$ cat src/rtl/qdac_pkg.sv
package qdac_pkg;
  localparam int CH_DEF   = 4;
  localparam int WORD_DEF = 12;
  localparam int HI_DEF   = 8;

  typedef struct packed {
    logic load;   // cs and first write strobe active
    logic full;   // whole-word load
    logic xfer;   // transfer and second write strobe active
  } ctl_t;
endpackage

$ cat src/rtl/qdac_sel.sv
module qdac_sel #(
  parameter int NCH    = 4,
  parameter int ADDR_W = $clog2(NCH)
) (
  input  logic              clk,
  input  logic              rst,
  input  logic              load,
  input  logic [ADDR_W-1:0] addr,
  output logic [NCH-1:0]    ld_vec
);
  always_comb begin
    ld_vec = '0;
    for (int c = 0; c < NCH; c++) begin
      if (load && (addr == ADDR_W'(c))) ld_vec[c] = 1'b1;
    end
  end

  AST_SEL_ONEHOT: assert property (@(posedge clk) disable iff (rst)
    $onehot0(ld_vec));
  AST_SEL_NOLOAD: assert property (@(posedge clk) disable iff (rst)
    !load |-> (ld_vec == '0));
endmodule

$ cat src/rtl/qdac_nib_mux.sv
module qdac_nib_mux #(
  parameter int WORD_W = 12,
  parameter int HI_W   = 8,
  localparam int LO_W  = WORD_W - HI_W
) (
  input  logic [WORD_W-1:0] data_in,
  input  logic              full,
  output logic [HI_W-1:0]   hi_val,
  output logic [LO_W-1:0]   lo_val
);
  assign hi_val = data_in[WORD_W-1 -: HI_W];
  assign lo_val = full ? data_in[LO_W-1:0] : data_in[WORD_W-1 -: LO_W];
endmodule

$ cat src/rtl/qdac_chan.sv
module qdac_chan #(
  parameter int WORD_W = 12,
  parameter int HI_W   = 8,
  localparam int LO_W  = WORD_W - HI_W
) (
  input  logic              clk,
  input  logic              rst,
  input  logic              ld,
  input  logic              full,
  input  logic              xfer,
  input  logic [HI_W-1:0]   hi_val,
  input  logic [LO_W-1:0]   lo_val,
  output logic [WORD_W-1:0] code
);
  logic [HI_W-1:0]   hi_q, hi_n;
  logic [LO_W-1:0]   lo_q, lo_n;
  logic [WORD_W-1:0] out_q;

  always_comb begin
    hi_n = hi_q;
    lo_n = lo_q;
    if (ld) begin
      lo_n = lo_val;
      if (full) hi_n = hi_val;
    end
  end

  always_ff @(posedge clk) begin
    if (rst) begin
      hi_q  <= '0;
      lo_q  <= '0;
      out_q <= '0;
    end else begin
      hi_q <= hi_n;
      lo_q <= lo_n;
      if (xfer) out_q <= {hi_n, lo_n};
    end
  end

  assign code = out_q;

  AST_HI_KEEP: assert property (@(posedge clk) disable iff (rst)
    (ld && !full) |=> $stable(hi_q));
  AST_IN_HOLD: assert property (@(posedge clk) disable iff (rst)
    !ld |=> ($stable(hi_q) && $stable(lo_q)));
  AST_XFER_COPY: assert property (@(posedge clk) disable iff (rst)
    xfer |=> (out_q == {hi_q, lo_q}));
  AST_OUT_HOLD: assert property (@(posedge clk) disable iff (rst)
    !xfer |=> $stable(out_q));
endmodule

$ cat src/rtl/qdac_regif.sv
module qdac_regif
  import qdac_pkg::*;
#(
  parameter int NCH    = CH_DEF,
  parameter int WORD_W = WORD_DEF,
  parameter int HI_W   = HI_DEF,
  parameter int ADDR_W = $clog2(NCH)
) (
  input  logic                  clk,
  input  logic                  rst,
  input  logic                  cs_n,
  input  logic                  wr1_n,
  input  logic                  wr2_n,
  input  logic                  xfer_n,
  input  logic                  full_word,
  input  logic [ADDR_W-1:0]     addr,
  input  logic [WORD_W-1:0]     data_in,
  output logic [NCH*WORD_W-1:0] dac_code
);
  localparam int LO_W = WORD_W - HI_W;

  ctl_t            ctl;
  logic [NCH-1:0]  ld_vec;
  logic [HI_W-1:0] hi_val;
  logic [LO_W-1:0] lo_val;

  assign ctl.load = !cs_n && !wr1_n;
  assign ctl.full = full_word;
  assign ctl.xfer = !xfer_n && !wr2_n;

  qdac_sel #(.NCH(NCH), .ADDR_W(ADDR_W)) u_sel (
    .clk(clk), .rst(rst), .load(ctl.load), .addr(addr), .ld_vec(ld_vec)
  );

  qdac_nib_mux #(.WORD_W(WORD_W), .HI_W(HI_W)) u_mux (
    .data_in(data_in), .full(ctl.full), .hi_val(hi_val), .lo_val(lo_val)
  );

  for (genvar c = 0; c < NCH; c++) begin : g_chan
    qdac_chan #(.WORD_W(WORD_W), .HI_W(HI_W)) u_chan (
      .clk(clk), .rst(rst), .ld(ld_vec[c]), .full(ctl.full), .xfer(ctl.xfer),
      .hi_val(hi_val), .lo_val(lo_val),
      .code(dac_code[c*WORD_W +: WORD_W])
    );
  end

  AST_XFER_NOCS: assert property (@(posedge clk) disable iff (rst)
    (ctl.xfer && cs_n) |=> !$isunknown(dac_code));
  AST_RESET_ZERO: assert property (@(posedge clk)
    rst |=> (dac_code == '0));
endmodule

$ cat config.mk
export PLATFORM = sky130hd
export DESIGN_NAME = qdac_regif
export DESIGN_NICKNAME = d
export VERILOG_FILES = /design/src/rtl/qdac_pkg.sv /design/src/rtl/qdac_sel.sv /design/src/rtl/qdac_nib_mux.sv /design/src/rtl/qdac_chan.sv /design/src/rtl/qdac_regif.sv
export SDC_FILE = /design/constraint.sdc
export NUM_CORES = 1
export LEC_CHECK = 0
export ABC_CLOCK_PERIOD_IN_PS = 4350
export BUFFER_PORTS_ARGS = -buffer_cell sky130_fd_sc_hd__buf_2
export CORE_ASPECT_RATIO = 0.75
export CORE_UTILIZATION = 50
export CTS_BUF_LIST = sky130_fd_sc_hd__clkbuf_8
export DETAILED_ROUTE_END_ITERATION = 8
export PLACE_DENSITY = 0.73
export SLEW_MARGIN = 10
export SYNTH_ARGS = -nofsm -noshare
export SYNTH_HDL_FRONTEND = slang
export SYNTH_SLANG_ARGS = --single-unit
$ cat constraint.sdc
create_clock -name clk -period 4.35 [get_ports clk]
set_input_delay 0.87 -clock clk [delete_from_list [all_inputs] [get_ports clk]]
set_output_delay 0.87 -clock clk [all_outputs]
set_load 0.01 [all_outputs]
==> flow_metrics.py, run 1 <==
metrics = {
    "outcome": {
        "status": "complete, no violations",
    },
    "timing": {
        "fin_tns_setup_ns": 0,
        "fin_skew_ns": 0.005635,
        "hold_violations": 0,
        "fin_crit_ns": 2.321,
        "timing.hold.ws_ns": 0.4978,
        "setup_viol": 0,
        "tightest_slew_ns": 1.148,
        "fin_crit_sh_pct": 53.36,
        "slew_headroom_pct": 23.30,
        "fin_ws_ns": 2.029,
        "maxSlewViolCount": 0,
        "clock.fmax_mhz": 430.8,
        "rsz0062_at_grt": "false",
    },
    "setup_path": {
        "critPathCaptureType": "register",
        "startpoint": "addr[0]",
        "reg2regPathDepth": 2,
        "path_class": "in2reg",
        "worstPathMaxFanout": 13,
        "rr_startpoint": "g_chan[2].u_chan.lo_q[1]$_SDFF_PP0_",
        "cp.arrival_ns": 2.57,
        "rr_endpoint": "g_chan[2].u_chan.code[1]$_SDFFE_PP0P_",
        "r2r_slack_ns": 3.43,
        "start_kind": "primary input",
        "critical_path_required_ns": 4.60,
        "cp-endpoint": "g_chan[1].u_chan.code[3]$_SDFFE_PP0P_",
    },
    "synthesis": {
        "synthMuxAreaShare_pct": 3.234,
        "yosysWarnings": 0,
        "syn_nets": 432,
        "synth_top_area_cell": "dfxtp_1",
        "synth-seq-area-share_pct": 49.68,
        "synth-compound-area-share_pct": 22.77,
        "synth_area_sq_um": 3869,
        "syn-mean-instance-area_sq_um": 9.413,
        "synthSimpleGateAreaFrac_pct": 19.34,
        "synth.distinct_cells": 33,
        "synth_most_common_cell": "dfxtp_1",
        "synth_top_area_share_pct": 49.68,
        "synth_common_cells": "dfxtp_1 (96), nand3_1 (40), a21oi_1 (32), a31oi_1 (32), o21bai_1 (32)",
        "synth_flop_cell": "dfxtp_1",
        "synth_edf_count": 0,
        "async_flop_share_pct": 0,
        "synth_top_family_by_area": "compound AO/OA/AOI/OAI gates",
        "synthXorXnorAreaFrac_pct": 0,
        "syn-instance-count": 411,
        "synth-adder-area-share_pct": 0,
        "synth-seq-cells": 96,
        "ys_top_cells_by_area": "dfxtp_1 (50%), o21bai_1 (6.2%), a31oi_1 (5.2%)",
    },
    "floorplan": {
        "core_area_sq_um": 7398,
        "fp.dieH_um": 78.18,
        "row_count": 27,
        "io_pins": 69,
        "die_w_um": 103.6,
        "initial_core_util_pct": 52.29,
        "die-area_sq_um": 8097,
    },
    "final_layout": {
        "area_delta_synth_final_pct": 13.78,
        "drive_gt1_share_pct": 21.71,
        "final_cell_area_sq_um": 4402,
        "nNetsFinal": 472,
        "diodes": 0,
        "final_cells": 557,
        "fillers": 650,
    },
    "pwr": {
        "ir_drop_mv": 0.2200,
        "p_leak_nw": 1.711,
        "p_per_area_nw_per_um2": 383.0,
    },
    "clock_network": {
        "cts-root-buf": "clkbuf_8",
        "ctsHoldBuffers": 0,
        "htree_levels": 3,
        "path_clk_slew_ns": 0.09,
        "cts_tree": "built",
        "cts_resized": 0,
        "post-cts-setup-buffers": 0,
        "cts_buffer_depth": 2,
        "clock_latency_ns": 0.36,
        "cts_made_buffers": 9,
        "cts_sinks": 96,
    },
    "routing": {
        "drcViolationCount": 0,
        "initialDrtViolationCount": 208,
        "firstDrtPassIters": 4,
        "via_count": 3364,
        "ant_nets": 0,
        "avgViaCountPerCell": 6.039,
        "wl_per_cell_um": 17.07,
        "routed_wl_um": 9508,
    },
    "grt": {
        "grt_max_degree": 65,
        "track_usage_pct": 24.27,
        "grt_pass1_vias": 3034,
        "antenna_found_initial": 0,
        "grt_remaining_overflow": 0,
        "grt_pass1_wl_um": 15530,
    },
    "placement": {
        "dpl.cell_count": 541,
        "io_buffers": 68,
        "hpwl_um": 6126,
        "finalWeightedCongestion": 0.7751,
        "dpl_cell_area_sq_um": 4193,
        "post-place-ws_ns": 1.714,
    },
    "min_path": {
        "hp-class": "reg2reg",
    },
    "job": {
        "cap_violations": 0,
    },
}
-- registers in the layout, indices dropped and copies added (netlist names) --
register	flops
g_chan.u_chan.code	48
g_chan.u_chan.hi_q	32
g_chan.u_chan.lo_q	16
-- area by class of cell --
type                    instances  area (sq um)  area share [%]
well taps                     101         126.4           2.871
multi-input cells             272          1764           40.08
clock inverters                 5         55.05           1.251
clock buffers                  11         151.4           3.439
flip-flops and latches         96          1922           43.66
repair buffers                 72         382.9           8.698
-- metal layers --
metal	track usage, %	routed length [um]	part of all wire, %	up-vias
li1	-	-	-	1615
met1	33.44	4503	47	1616
met2	36.24	4168	44	118
met3	7.475	675	7.1	15
met4	7.826	160	1.7	0
met5	0	0	0	-
-- layout by cell type, fill, tap and decap left out, types with 8 or more instances in the layout --
master	count
a21oi_1	32
nand3_1	40
nor3b_1	12
clkbuf_8	11
a31oi_1	32
mux2i_1	8
o21ai_0	14
dfxtp_1	96
o21ai_1	18
buf_2	68
o21bai_1	32
nor4b_1	12
a311o_1	12
nor3_1	13
nor2_1	20
-- cell families after synthesis --
group / count (synthesis)
DFF: 96
muxes: 12
AOI/OAI and AO/OA: 140
and+or+nand+nor: 120
buffers and inverters: 43
-- where the power goes --
| part | leakage, nW | total (mW) | switching (mW) | internal (mW) |
|---|---|---|---|---|
| clock network | 0.107 | 0.599 | 0.302 | 0.296 |
| registers | 0.780 | 0.919 | 0.0131 | 0.906 |
| logic | 0.824 | 0.169 | 0.111 | 0.0580 |
-- stage by stage --
step                      total power, mW  util (%)
after floorplan                     1.046         -
after global placement              1.102     56.67
after detailed placement            1.105     56.67
after CTS                           1.693     59.46
after global routing                1.752     59.50
final                               1.686     59.50
-- critical path, stage by stage --
cell and delay (ns):
buf_2 0.25, nor4b_2 0.97, nor4b_1 0.12, a311o_1 0.35
-- worst min-delay path by stage --
stage | start | end | cells after the start
floorplan | g_chan[1].u_chan.lo_q[0]$_SDFF_PP0_ | g_chan[1].u_chan.lo_q[0]$_SDFF_PP0_ | 2
global placement | g_chan[3].u_chan.lo_q[3]$_SDFF_PP0_ | g_chan[3].u_chan.lo_q[3]$_SDFF_PP0_ | 2
detailed placement | g_chan[1].u_chan.lo_q[1]$_SDFF_PP0_ | g_chan[1].u_chan.lo_q[1]$_SDFF_PP0_ | 2
CTS | g_chan[1].u_chan.lo_q[1]$_SDFF_PP0_ | g_chan[1].u_chan.lo_q[1]$_SDFF_PP0_ | 2
global route | g_chan[3].u_chan.hi_q[5]$_SDFF_PP0_ | g_chan[3].u_chan.hi_q[5]$_SDFF_PP0_ | 2
finish | g_chan[3].u_chan.lo_q[1]$_SDFF_PP0_ | g_chan[3].u_chan.lo_q[1]$_SDFF_PP0_ | 2
No activity file was read; power rests on OpenSTA's default activity.
==> run 2: changes to the inputs <==
--- a/config.mk
+++ b/config.mk
@@ -5,13 +5,14 @@
 export SDC_FILE = /design/constraint.sdc
 export NUM_CORES = 1
 export LEC_CHECK = 0
-export ABC_CLOCK_PERIOD_IN_PS = 4350
+export ABC_AREA = 1
+export ABC_CLOCK_PERIOD_IN_PS = 2200
 export BUFFER_PORTS_ARGS = -buffer_cell sky130_fd_sc_hd__buf_2
 export CORE_ASPECT_RATIO = 0.75
 export CORE_UTILIZATION = 50
 export CTS_BUF_LIST = sky130_fd_sc_hd__clkbuf_8
 export DETAILED_ROUTE_END_ITERATION = 8
-export PLACE_DENSITY = 0.73
+export PLACE_DENSITY = 0.72
 export SLEW_MARGIN = 10
 export SYNTH_ARGS = -nofsm -noshare
 export SYNTH_HDL_FRONTEND = slang
==> constraint.sdc (replaced) <==
create_clock -name clk -period 2.2 [get_ports clk]
set_input_delay 0.44 -clock clk [delete_from_list [all_inputs] [get_ports clk]]
set_output_delay 0.44 -clock clk [all_outputs]
set_load 0.01 [all_outputs]
==> flow_metrics.py, run 2 <==
metrics = {
    "timing": {
        "fin_crit_ns": 1.349,
        "maxSlewViolCount": 0,
        "fin_tns_setup_ns": 0,
        "tightest_slew_ns": 0.6109,
        "rsz0062_at_grt": "false",
        "hold_violations": 0,
        "fin_skew_ns": 0.01093,
        "clock.fmax_mhz": 741.1,
        "fin_crit_sh_pct": 61.33,
        "slew_headroom_pct": 59.00,
        "setup_viol": 0,
    },
    "grt": {
        "track_usage_pct": 23.96,
        "antenna_found_initial": 0,
        "grt_max_degree": 97,
        "grt_remaining_overflow": 0,
        "grt_pass1_vias": 3525,
        "grt_pass1_wl_um": 16040,
    },
    "min_path": {
        "hp-class": "reg2reg",
    },
    "synthesis": {
        "synth.distinct_cells": 18,
        "ys_top_cells_by_area": "dfxtp_1 (46%), nand2_1 (13%), nor2_1 (8.8%)",
        "syn-instance-count": 621,
        "syn-mean-instance-area_sq_um": 6.776,
        "synth-seq-area-share_pct": 45.67,
        "synth-seq-cells": 96,
        "syn_nets": 642,
        "synth_top_area_cell": "dfxtp_1",
        "async_flop_share_pct": 0,
        "synth_top_area_share_pct": 45.67,
        "synth_flop_cell": "dfxtp_1",
        "synth_most_common_cell": "nand2_1",
        "synth_common_cells": "nand2_1 (147), nor2_1 (99), dfxtp_1 (96)",
        "synth_area_sq_um": 4208,
        "yosysWarnings": 0,
        "synth_edf_count": 0,
    },
    "floorplan": {
        "row_count": 28,
        "fp.dieH_um": 81.45,
        "core_area_sq_um": 8023,
        "die_w_um": 107.9,
        "initial_core_util_pct": 52.45,
        "die-area_sq_um": 8790,
        "io_pins": 69,
    },
    "clock_network": {
        "cts-root-buf": "clkbuf_8",
        "path_clk_slew_ns": 0.09,
        "cts_tree": "built",
        "cts_resized": 0,
        "post-cts-setup-buffers": 0,
        "clock_latency_ns": 0.37,
        "ctsHoldBuffers": 0,
        "htree_levels": 3,
        "cts_sinks": 96,
        "cts_buffer_depth": 2,
        "cts_made_buffers": 9,
    },
    "setup_path": {
        "startpoint": "full_word",
        "start_kind": "primary input",
        "rr_startpoint": "g_chan[1].u_chan.hi_q[5]$_SDFF_PP0_",
        "critical_path_required_ns": 2.51,
        "critPathCaptureType": "register",
        "reg2regPathDepth": 6,
        "path_class": "in2reg",
        "rr_endpoint": "g_chan[1].u_chan.code[9]$_SDFFE_PP0P_",
        "r2r_slack_ns": 1.30,
        "cp-endpoint": "g_chan[2].u_chan.code[0]$_SDFFE_PP0P_",
        "worstPathMaxFanout": 32,
        "cp.arrival_ns": 1.66,
    },
    "routing": {
        "via_count": 3884,
        "wl_per_cell_um": 12.51,
        "avgViaCountPerCell": 4.973,
        "routed_wl_um": 9772,
        "initialDrtViolationCount": 211,
        "drcViolationCount": 0,
        "firstDrtPassIters": 5,
        "ant_nets": 0,
    },
    "outcome": {
        "status": "complete, no violations",
    },
    "pwr": {
        "ir_drop_mv": 0.4488,
        "p_per_area_nw_per_um2": 719.6,
        "p_leak_nw": 2.304,
    },
    "placement": {
        "finalWeightedCongestion": 0.8117,
        "dpl_cell_area_sq_um": 4554,
        "hpwl_um": 6558,
        "io_buffers": 68,
    },
    "final_layout": {
        "diodes": 0,
        "area_delta_synth_final_pct": 13.11,
        "final_cell_area_sq_um": 4760,
        "nNetsFinal": 693,
        "layout_commonest_cell": "nand2_1",
        "final_cell_mix": "nand2_1 (147), nor2_1 (99), dfxtp_1 (96)",
        "drive_gt1_share_pct": 17.01,
        "postLayoutCoreUtil_pct": 59.33,
        "largest_reg_flops": 48,
    },
    "job": {
        "cap_violations": 0,
    },
}
-- run 2: layer usage --
metal  vias up  routed length, um  share of wire [%]  global-route usage (%)
met5         -                  0                  0                       0
met4         0                197                2.0                   8.356
met3        15                461                4.7                   6.746
met2        97               4590                 47                   40.96
met1      1769               4521                 46                   29.20
li1       2003                  -                  -                       -
-- run 2: cell families after synthesis --
family | Yosys count | share of synthesized area, %
simple gates | 318 | 31.34
buf+inv | 123 | 12.99
flops | 96 | 45.67
compound gates | 84 | 9.991
-- run 2: how the worst min path moves through the flow --
stage                                             start                                   to  slack, ns  depth (start not counted)
global placement    g_chan[1].u_chan.lo_q[2]$_SDFF_PP0_  g_chan[1].u_chan.lo_q[2]$_SDFF_PP0_       0.46                          2
CTS                 g_chan[1].u_chan.lo_q[2]$_SDFF_PP0_  g_chan[1].u_chan.lo_q[2]$_SDFF_PP0_       0.48                          2
finish              g_chan[1].u_chan.lo_q[2]$_SDFF_PP0_  g_chan[1].u_chan.lo_q[2]$_SDFF_PP0_       0.48                          2
floorplan           g_chan[1].u_chan.lo_q[1]$_SDFF_PP0_  g_chan[1].u_chan.lo_q[1]$_SDFF_PP0_       0.45                          2
global route        g_chan[1].u_chan.lo_q[2]$_SDFF_PP0_  g_chan[1].u_chan.lo_q[2]$_SDFF_PP0_       0.49                          2
detailed placement  g_chan[1].u_chan.lo_q[2]$_SDFF_PP0_  g_chan[1].u_chan.lo_q[2]$_SDFF_PP0_       0.46                          2
-- run 2: worst max-delay path, cell delays in order --
cell     delay [ns]
buf_2          0.40
nand2_1        0.10
o21ai_1        0.35
nand2_1        0.15
nand3_1        0.10
nand2_1        0.07
inv_1          0.05
-- run 2: where the power goes --
part	leakage (nW)	internal, mW	switching [mW]	total (mW)
sequential	0.782	1.80	0.0325	1.83
clock	0.108	0.609	0.574	1.18
combinational	1.41	0.146	0.263	0.409
total	2.30	2.56	0.869	3.42
-- run 2: layout make-up --
type,count,area [sq um]
Clock buffer,12,165.2
Inverter,89,334.1
Sequential cell,96,1922
Fill cell,770,3263
Tap cell,105,131.4
Multi-Input combinational cell,402,1744
Timing Repair Buffer,74,422.9
Clock inverter,3,40.04
-- run 2: metrics by stage --
| stage | power (mW) | hold WS (ns) | std cells | worst slack, ns |
|---|---|---|---|---|
| 6_report | 3.425 | 0.4769 | 781 | 0.8506 |
| 5_1_grt | 3.597 | 0.4864 | 781 | 0.7289 |
| 4_1_cts | 3.460 | 0.4773 | 781 | 0.8433 |
| 3_5_place_dp | 2.282 | 0.4645 | 766 | 0.4664 |
| 3_3_place_gp | 2.275 | 0.4580 | 766 | 0.4801 |
| 2_1_floorplan | 2.148 | 0.4488 | 621 | 0.9888 |
